$ cat src/rtl/fpadd_pkg.sv
package fpadd_pkg;
   typedef enum logic {
      FP_OP_ADD = 1'b0,
      FP_OP_SUB = 1'b1
   } fp_op_e;

   function automatic int max_int(input int x, input int y);
      return (x > y) ? x : y;
   endfunction
endpackage

$ cat src/rtl/fpadd_order.sv
module fpadd_order
   import fpadd_pkg::*;
#(
   parameter int EW = 8,
   parameter int MW = 23
) (
   input  logic                clk,
   input  logic                rst_n,
   input  logic                in_valid,
   input  logic [EW+MW:0]      in_a,
   input  logic [EW+MW:0]      in_b,
   input  logic                in_sub,
   output logic                s1_valid,
   output logic [EW-1:0]       s1_exp,
   output logic [MW:0]         s1_big_sig,
   output logic [MW:0]         s1_small_sig,
   output logic [EW-1:0]       s1_diff,
   output logic                s1_sign,
   output fp_op_e              s1_op
);
   localparam int W = 1 + EW + MW;

   logic [EW-1:0]  a_exp, b_exp, big_exp, small_exp;
   logic           a_zero, b_zero, b_sgn, a_big;
   logic [W-2:0]   a_mag, b_mag;
   logic [MW:0]    a_sig, b_sig;

   always_comb begin
      a_exp  = in_a[MW +: EW];
      b_exp  = in_b[MW +: EW];
      a_zero = (a_exp == '0);
      b_zero = (b_exp == '0);
      a_mag  = a_zero ? '0 : in_a[W-2:0];
      b_mag  = b_zero ? '0 : in_b[W-2:0];
      a_sig  = a_zero ? '0 : {1'b1, in_a[MW-1:0]};
      b_sig  = b_zero ? '0 : {1'b1, in_b[MW-1:0]};
      b_sgn  = in_b[W-1] ^ in_sub;
      a_big  = (a_mag >= b_mag);
      big_exp   = a_big ? (a_zero ? '0 : a_exp) : (b_zero ? '0 : b_exp);
      small_exp = a_big ? (b_zero ? '0 : b_exp) : (a_zero ? '0 : a_exp);
   end

   always_ff @(posedge clk or negedge rst_n) begin
      if (!rst_n) begin
         s1_valid     <= 1'b0;
         s1_exp       <= '0;
         s1_big_sig   <= '0;
         s1_small_sig <= '0;
         s1_diff      <= '0;
         s1_sign      <= 1'b0;
         s1_op        <= FP_OP_ADD;
      end else begin
         s1_valid <= in_valid;
         if (in_valid) begin
            s1_exp       <= big_exp;
            s1_big_sig   <= a_big ? a_sig : b_sig;
            s1_small_sig <= a_big ? b_sig : a_sig;
            s1_diff      <= big_exp - small_exp;
            s1_sign      <= a_big ? in_a[W-1] : b_sgn;
            s1_op        <= (in_a[W-1] != b_sgn) ? FP_OP_SUB : FP_OP_ADD;
         end
      end
   end
endmodule

$ cat src/rtl/fpadd_align_add.sv
module fpadd_align_add
   import fpadd_pkg::*;
#(
   parameter int EW = 8,
   parameter int MW = 23
) (
   input  logic                clk,
   input  logic                rst_n,
   input  logic                s1_valid,
   input  logic [EW-1:0]       s1_exp,
   input  logic [MW:0]         s1_big_sig,
   input  logic [MW:0]         s1_small_sig,
   input  logic [EW-1:0]       s1_diff,
   input  logic                s1_sign,
   input  fp_op_e              s1_op,
   output logic                s2_valid,
   output logic [EW-1:0]       s2_exp,
   output logic [MW+1:0]      s2_sum,
   output logic                s2_sign
);
   localparam int SIGW = MW + 1;
   localparam int SUMW = MW + 2;
   localparam int SHW  = $clog2(SUMW);
   localparam int DW   = max_int(EW, SHW) + 1;

   logic [DW-1:0]   diff_x;
   logic            far;
   logic [SIGW-1:0] stg [SHW+1];
   logic [SIGW-1:0] aligned;
   logic [SUMW-1:0] sum;

   assign diff_x = DW'(s1_diff);
   assign far    = (diff_x >= DW'(SUMW));
   assign stg[0] = s1_small_sig;

   for (genvar s = 0; s < SHW; s++) begin : g_shift
      assign stg[s+1] = diff_x[s] ? (stg[s] >> (1 << s)) : stg[s];
   end

   assign aligned = far ? '0 : stg[SHW];

   always_comb begin
      if (s1_op == FP_OP_SUB)
         sum = {1'b0, s1_big_sig} - {1'b0, aligned};
      else
         sum = {1'b0, s1_big_sig} + {1'b0, aligned};
   end

   always_ff @(posedge clk or negedge rst_n) begin
      if (!rst_n) begin
         s2_valid <= 1'b0;
         s2_exp   <= '0;
         s2_sum   <= '0;
         s2_sign  <= 1'b0;
      end else begin
         s2_valid <= s1_valid;
         if (s1_valid) begin
            s2_exp  <= s1_exp;
            s2_sum  <= sum;
            s2_sign <= s1_sign;
         end
      end
   end
endmodule

$ cat src/rtl/fpadd_norm.sv
module fpadd_norm
   import fpadd_pkg::*;
#(
   parameter int EW = 8,
   parameter int MW = 23
) (
   input  logic                clk,
   input  logic                rst_n,
   input  logic                s2_valid,
   input  logic [EW-1:0]       s2_exp,
   input  logic [MW+1:0]      s2_sum,
   input  logic                s2_sign,
   output logic                out_valid,
   output logic [EW+MW:0]      out_res,
   output logic                out_zero,
   output logic                out_ovf,
   output logic                out_uf
);
   localparam int SIGW    = MW + 1;
   localparam int LZW     = $clog2(SIGW + 1);
   localparam int XW      = max_int(EW, LZW) + 2;
   localparam int EXP_MAX = (1 << EW) - 1;

   logic [LZW-1:0]        lzc;
   logic                  carry, sum_zero, ovf, uf;
   logic [MW-1:0]         man;
   logic signed [XW-1:0]  e_base, e_lz, e_n;
   logic [EW+MW:0]        res;

   always_comb begin
      lzc = LZW'(SIGW);
      for (int i = 0; i < SIGW; i++)
         if (s2_sum[i]) lzc = LZW'(SIGW - 1 - i);
   end

   always_comb begin
      carry    = s2_sum[MW+1];
      sum_zero = (s2_sum == '0);
      e_base   = $signed(XW'(s2_exp));
      e_lz     = $signed(XW'(lzc));
      if (carry) begin
         man = s2_sum[MW:1];
         e_n = e_base + XW'(1);
      end else begin
         man = MW'(s2_sum[SIGW-1:0] << lzc);
         e_n = e_base - e_lz;
      end
      ovf = !sum_zero && (e_n >= $signed(XW'(EXP_MAX)));
      uf  = !sum_zero && (e_n <= $signed(XW'(0)));
      if (sum_zero || uf)
         res = '0;
      else if (ovf)
         res = {s2_sign, {EW{1'b1}}, {MW{1'b0}}};
      else
         res = {s2_sign, e_n[EW-1:0], man};
   end

   always_ff @(posedge clk or negedge rst_n) begin
      if (!rst_n) begin
         out_valid <= 1'b0;
         out_res   <= '0;
         out_zero  <= 1'b0;
         out_ovf   <= 1'b0;
         out_uf    <= 1'b0;
      end else begin
         out_valid <= s2_valid;
         if (s2_valid) begin
            out_res  <= res;
            out_zero <= sum_zero || uf;
            out_ovf  <= ovf;
            out_uf   <= uf;
         end
      end
   end
endmodule

$ cat src/rtl/fpadd_top.sv
module fpadd_top
   import fpadd_pkg::*;
#(
   parameter int EW = 8,
   parameter int MW = 23
) (
   input  logic             clk,
   input  logic             rst_n,
   input  logic             in_valid,
   input  logic [EW+MW:0]   in_a,
   input  logic [EW+MW:0]   in_b,
   input  logic             in_sub,
   output logic             out_valid,
   output logic [EW+MW:0]   out_res,
   output logic             out_zero,
   output logic             out_ovf,
   output logic             out_uf
);
   if (EW < 2) begin : g_bad_ew
      $error("fpadd_top: EW must be at least 2");
   end
   if (MW < 1) begin : g_bad_mw
      $error("fpadd_top: MW must be at least 1");
   end

   logic             s1_valid, s1_sign;
   logic [EW-1:0]    s1_exp, s1_diff;
   logic [MW:0]      s1_big_sig, s1_small_sig;
   fp_op_e           s1_op;
   logic             s2_valid, s2_sign;
   logic [EW-1:0]    s2_exp;
   logic [MW+1:0]    s2_sum;

   fpadd_order #(.EW(EW), .MW(MW)) u_order (
      .clk(clk), .rst_n(rst_n), .in_valid(in_valid),
      .in_a(in_a), .in_b(in_b), .in_sub(in_sub),
      .s1_valid(s1_valid), .s1_exp(s1_exp), .s1_big_sig(s1_big_sig),
      .s1_small_sig(s1_small_sig), .s1_diff(s1_diff),
      .s1_sign(s1_sign), .s1_op(s1_op)
   );

   fpadd_align_add #(.EW(EW), .MW(MW)) u_align (
      .clk(clk), .rst_n(rst_n), .s1_valid(s1_valid), .s1_exp(s1_exp),
      .s1_big_sig(s1_big_sig), .s1_small_sig(s1_small_sig),
      .s1_diff(s1_diff), .s1_sign(s1_sign), .s1_op(s1_op),
      .s2_valid(s2_valid), .s2_exp(s2_exp), .s2_sum(s2_sum),
      .s2_sign(s2_sign)
   );

   fpadd_norm #(.EW(EW), .MW(MW)) u_norm (
      .clk(clk), .rst_n(rst_n), .s2_valid(s2_valid), .s2_exp(s2_exp),
      .s2_sum(s2_sum), .s2_sign(s2_sign),
      .out_valid(out_valid), .out_res(out_res), .out_zero(out_zero),
      .out_ovf(out_ovf), .out_uf(out_uf)
   );
endmodule

$ cat config.mk
export PLATFORM = sky130hd
export DESIGN_NAME = fpadd_top
export DESIGN_NICKNAME = d
export VERILOG_FILES = /design/src/rtl/fpadd_pkg.sv /design/src/rtl/fpadd_order.sv /design/src/rtl/fpadd_align_add.sv /design/src/rtl/fpadd_norm.sv /design/src/rtl/fpadd_top.sv
export SDC_FILE = /design/constraint.sdc
export NUM_CORES = 1
export LEC_CHECK = 0
export ABC_AREA = 1
export BUFFER_PORTS_ARGS = -buffer_cell sky130_fd_sc_hd__buf_2
export CORE_MARGIN = 3
export CORE_UTILIZATION = 57
export CTS_CLUSTER_DIAMETER = 150
export DETAILED_ROUTE_END_ITERATION = 10
export GPL_ROUTABILITY_DRIVEN = 0
export PLACE_DENSITY = 0.86
export SYNTH_ARGS = -nofsm -noshare
export SYNTH_HDL_FRONTEND = slang
export SYNTH_SLANG_ARGS = --single-unit
$ cat constraint.sdc
create_clock -name clk -period 4.9 [get_ports clk]
set_input_delay 0.49 -clock clk [delete_from_list [all_inputs] [get_ports clk]]
set_output_delay 0.49 -clock clk [all_outputs]
set_load 0.02 [all_outputs]
==> results.md <==
* Avg WL per Cell at 16.3 microns
* Syn_area_per_cell at 6.53 sq um
* # diodes at 0
* Power Total at 8.11 mW
* Synth Warn # at 0
* Synth Cell Area at 0.0120 sq mm
* Top-area cell type share of the netlist area at 0.287
* Initial DRC Count at 1385
* Pleak at 6.91 nW
* Final WL at 35.9 mm
* First-pass GRT wire length at 57.3 mm
* Final Cycle Share at 0.967
* Initial core utilization at 0.587
* Critical Path Most Common Cell: nand2_1
* Vias per cell at 5.97
* Min cycle time layout at 4.74 ns
* Dpl ws at 0.113 ns
* Die Y at 151 microns
* Top cell family by delay on the critical path: simple AND/OR/NAND/NOR gates
* Ys async rst share at 1.00
* Die width at 151 microns
* Largest net degree at the start of global routing at 97
* Final Cell Area at 0.0137 sq mm
* Clock slew at reported path FFs at 0.06 ns
* Core Region at 0.0205 sq mm
* Slack of the critical path at 0.164 ns
* Slew Limit Headroom at 0.382
* Via count at 13200
* Worst Skew at 0.0178 ns
* Final Setup Violations at 0
* Critical path type: reg -> reg
* Syn Nets at 1977
* Top cell type by total area after synthesis: dfrtp_1
* Die area at 0.0229 sq mm
* CP endpoint kind: register
* # IOs at 104
* Pwr dens at 593 mW/mm^2
* Max-slew violation count at 0
* # DRC at 0
* Fillers at 1728
* Synth Instances at 1843
* Crit start category: register
* Met2 Usage GRT at 0.506
* Status: complete, no violations
* Post-synth EDFFs at 0
* H-tree depth at 4
* Hold buffers post-CTS at 0
* Post-DP HPWL at 26.5 mm
* Crit path DAT at 5.04 ns
* GR Util met3 at 0.0580
* Fin nets at 2061
* Synth area leaders: dfrtp_1 29%, nand2_1 15%, o21ai_0 8.9%, ha_1 6.7%, nand3_1 6.5%
* Met1 usage in global routing at 0.383
* Post-route ant nets at 0
* Post-Place Cell Area at 0.0127 sq mm
* Vias in the first global route at 12000
* Initial antenna violation count at 0
* RSZ-0062 raised after global routing: yes
* CTS root buf: clkbuf_16
* F_max at 211 MHz
* First-pass detailed-route iteration total at 7
* Final hold vios at 0
* Seq/Total Area, Yosys at 0.287
* Cell Rows at 52
* Hold Crit Class: in -> async
* Max IR drop VDD at 0.309 mV
* Ratio of cells with drive above 1 in the final layout at 0.145
* CTS tree: built
* Slowest cell on the critical path: dfrtp_2
* Port Buffers at 103
* Buf+Inv Stages, Crit Path at 3
* CP required at 5.20 ns
* Most Crowded Layer GR: met2
* Clock Sinks at 138
* Global Route Usage Sum at 0.309
* Max Cap Viol at 0
* Synth Register Bits at 138
* Synth cell types at 64
* Setup tns final at 0 ns
* Worst-Margin Slew at 0.922 ns
* Clk Latency, worst-skew pair at 0.44 ns
* Crit path max fanout at 23
* Longest Clk Path Bufs at 2
* Area Growth Syn to Fin at 13.6%
* Main synth FF type: dfrtp_1
* Total gr overflow at 0
* Final core occ at 0.667
* Slowest stage delay, CP at 0.46 ns
* TritonCTS Buffers at 17
-- logic make-up (layout without fill, tap and decap cells) --
family	count (synthesis)	count (layout)	share of synthesized area
buffers and inverters	293	390	0.0968
muxes	7	7	0.00582
xor gates and xnor gates	46	46	0.0341
AOI/OAI and AO/OA	417	417	0.196
adders and majority gates	66	66	0.0699
and+or+nand+nor	876	876	0.311
DFF	138	138	0.287
-- report_power, final --
part | total (mW) | internal (mW) | switching, mW | leakage [nW]
clock | 1.23 | 0.715 | 0.518 | 0.272
combinational | 5.11 | 1.81 | 3.30 | 4.96
sequential | 1.77 | 1.47 | 0.296 | 1.68
total | 8.11 | 3.99 | 4.12 | 6.91
-- path summary, 6_finish.rpt --
| path | slack [ns] | endpoint | cells after the start | start |
|---|---|---|---|---|
| max | 0.16 | u_align.s2_sum[22]$_DFFE_PN0P_ | 25 | u_order.s1_diff[0]$_DFFE_PN0P_ |
| min | 0.13 | u_norm.out_zero$_DFFE_PN0P_ | 1 | rst_n |
| max reg2reg | 0.16 | u_align.s2_sum[22]$_DFFE_PN0P_ | 25 | u_order.s1_diff[0]$_DFFE_PN0P_ |
| min reg2reg | 0.40 | u_norm.out_valid$_DFF_PN0_ | 0 | u_align.s2_valid$_DFF_PN0_ |
| max in group asynchronous | 3.64 | u_order.s1_diff[0]$_DFFE_PN0P_ | 2 | rst_n |
| min in group clk | 0.36 | u_order.s1_big_sig[5]$_DFFE_PN0P_ | 3 | in_b[5] |
-- sequential cells by signal (all words and copies together) (netlist names) --
| signal | count |
|---|---|
| u_align.s2_sum | 25 |
| u_align.s2_exp | 8 |
| u_order.s1_exp | 8 |
| u_norm.out_uf | 1 |
| u_order.s1_diff | 8 |
| u_order.s1_small_sig | 24 |
| u_norm.out_valid | 1 |
| u_order.s1_sign | 1 |
| u_align.s2_sign | 1 |
| u_order.s1_op | 1 |
| u_norm.out_res | 32 |
| u_order.s1_valid | 1 |
| u_norm.out_zero | 1 |
| u_align.s2_valid | 1 |
| u_norm.out_ovf | 1 |
| u_order.s1_big_sig | 24 |
-- through the flow --
step           hold slack (ns)  instances
2_1_floorplan            0.194       1843
4_1_cts                  0.172       2188
6_report                 0.133       2210
3_3_place_gp             0.385       2156
5_1_grt                  0.207       2210
3_5_place_dp             0.383       2156
-- Yosys cell counts (all sizes together) (2+ instances only) --
master,count
a211oi,7
o221ai,4
buf,26
a31oi,12
o22ai,3
o2111ai,3
nand4,23
a22o,2
o21ai,246
a221oi,2
xnor2,12
mux2i,7
nor4,8
ha,64
xor2,34
or2,6
nand3b,3
o21bai,3
nor2,139
fa,2
o211ai,11
a32o,2
and3,2
inv,197
dfrtp,138
nand3,158
nor3,38
a22oi,9
nand2,497
clkinv,3
a21oi,108
clkbuf,67
-- per-layer routing --
metal / vias up / share of wire / routed length (microns)
li1: 6301 / - / -
met1: 5959 / 0.39 / 14100
met2: 763 / 0.46 / 16400
met3: 176 / 0.089 / 3210
met4: 0 / 0.061 / 2200
met5: - / 0 / 0
-- cells in the final DEF, fill, tap and decap left out, types with 10 or more instances in the layout --
master     Yosys  layout
xor2_1        33      32
nand4_1       23      23
clkbuf_16      0      18
o211ai_1      10      10
a21oi_2       10      12
xnor2_1       12      12
a21oi_1       97      95
ha_1          64      63
inv_1        185     184
o21ai_1       30      36
buf_2         11     102
inv_2         11      10
nand2_1      492     489
dfrtp_1      138     136
nand3_1      156     154
o21ai_0      213     196
nor3_1        36      34
nor2_1       128     127
buf_4          1      49
o21ai_2        3      14
-- layout make-up --
cell class,count,area [sq um],area share
inverters,200,763,0.0558
repair inverters,1,6.26,0.000458
flip-flops and latches,138,3460,0.253
clock buffers,19,443,0.0324
multi-input cells,1412,7560,0.554
repair buffers,157,977,0.0715
clock inverters,13,119,0.00870
well taps,270,338,0.0247
-- repair_timing --
item,CTS,global route
setup endpoints to repair,0,31
gates resized for setup,0,57
buffers inserted,0,19
(Power assumes the default switching activity.)
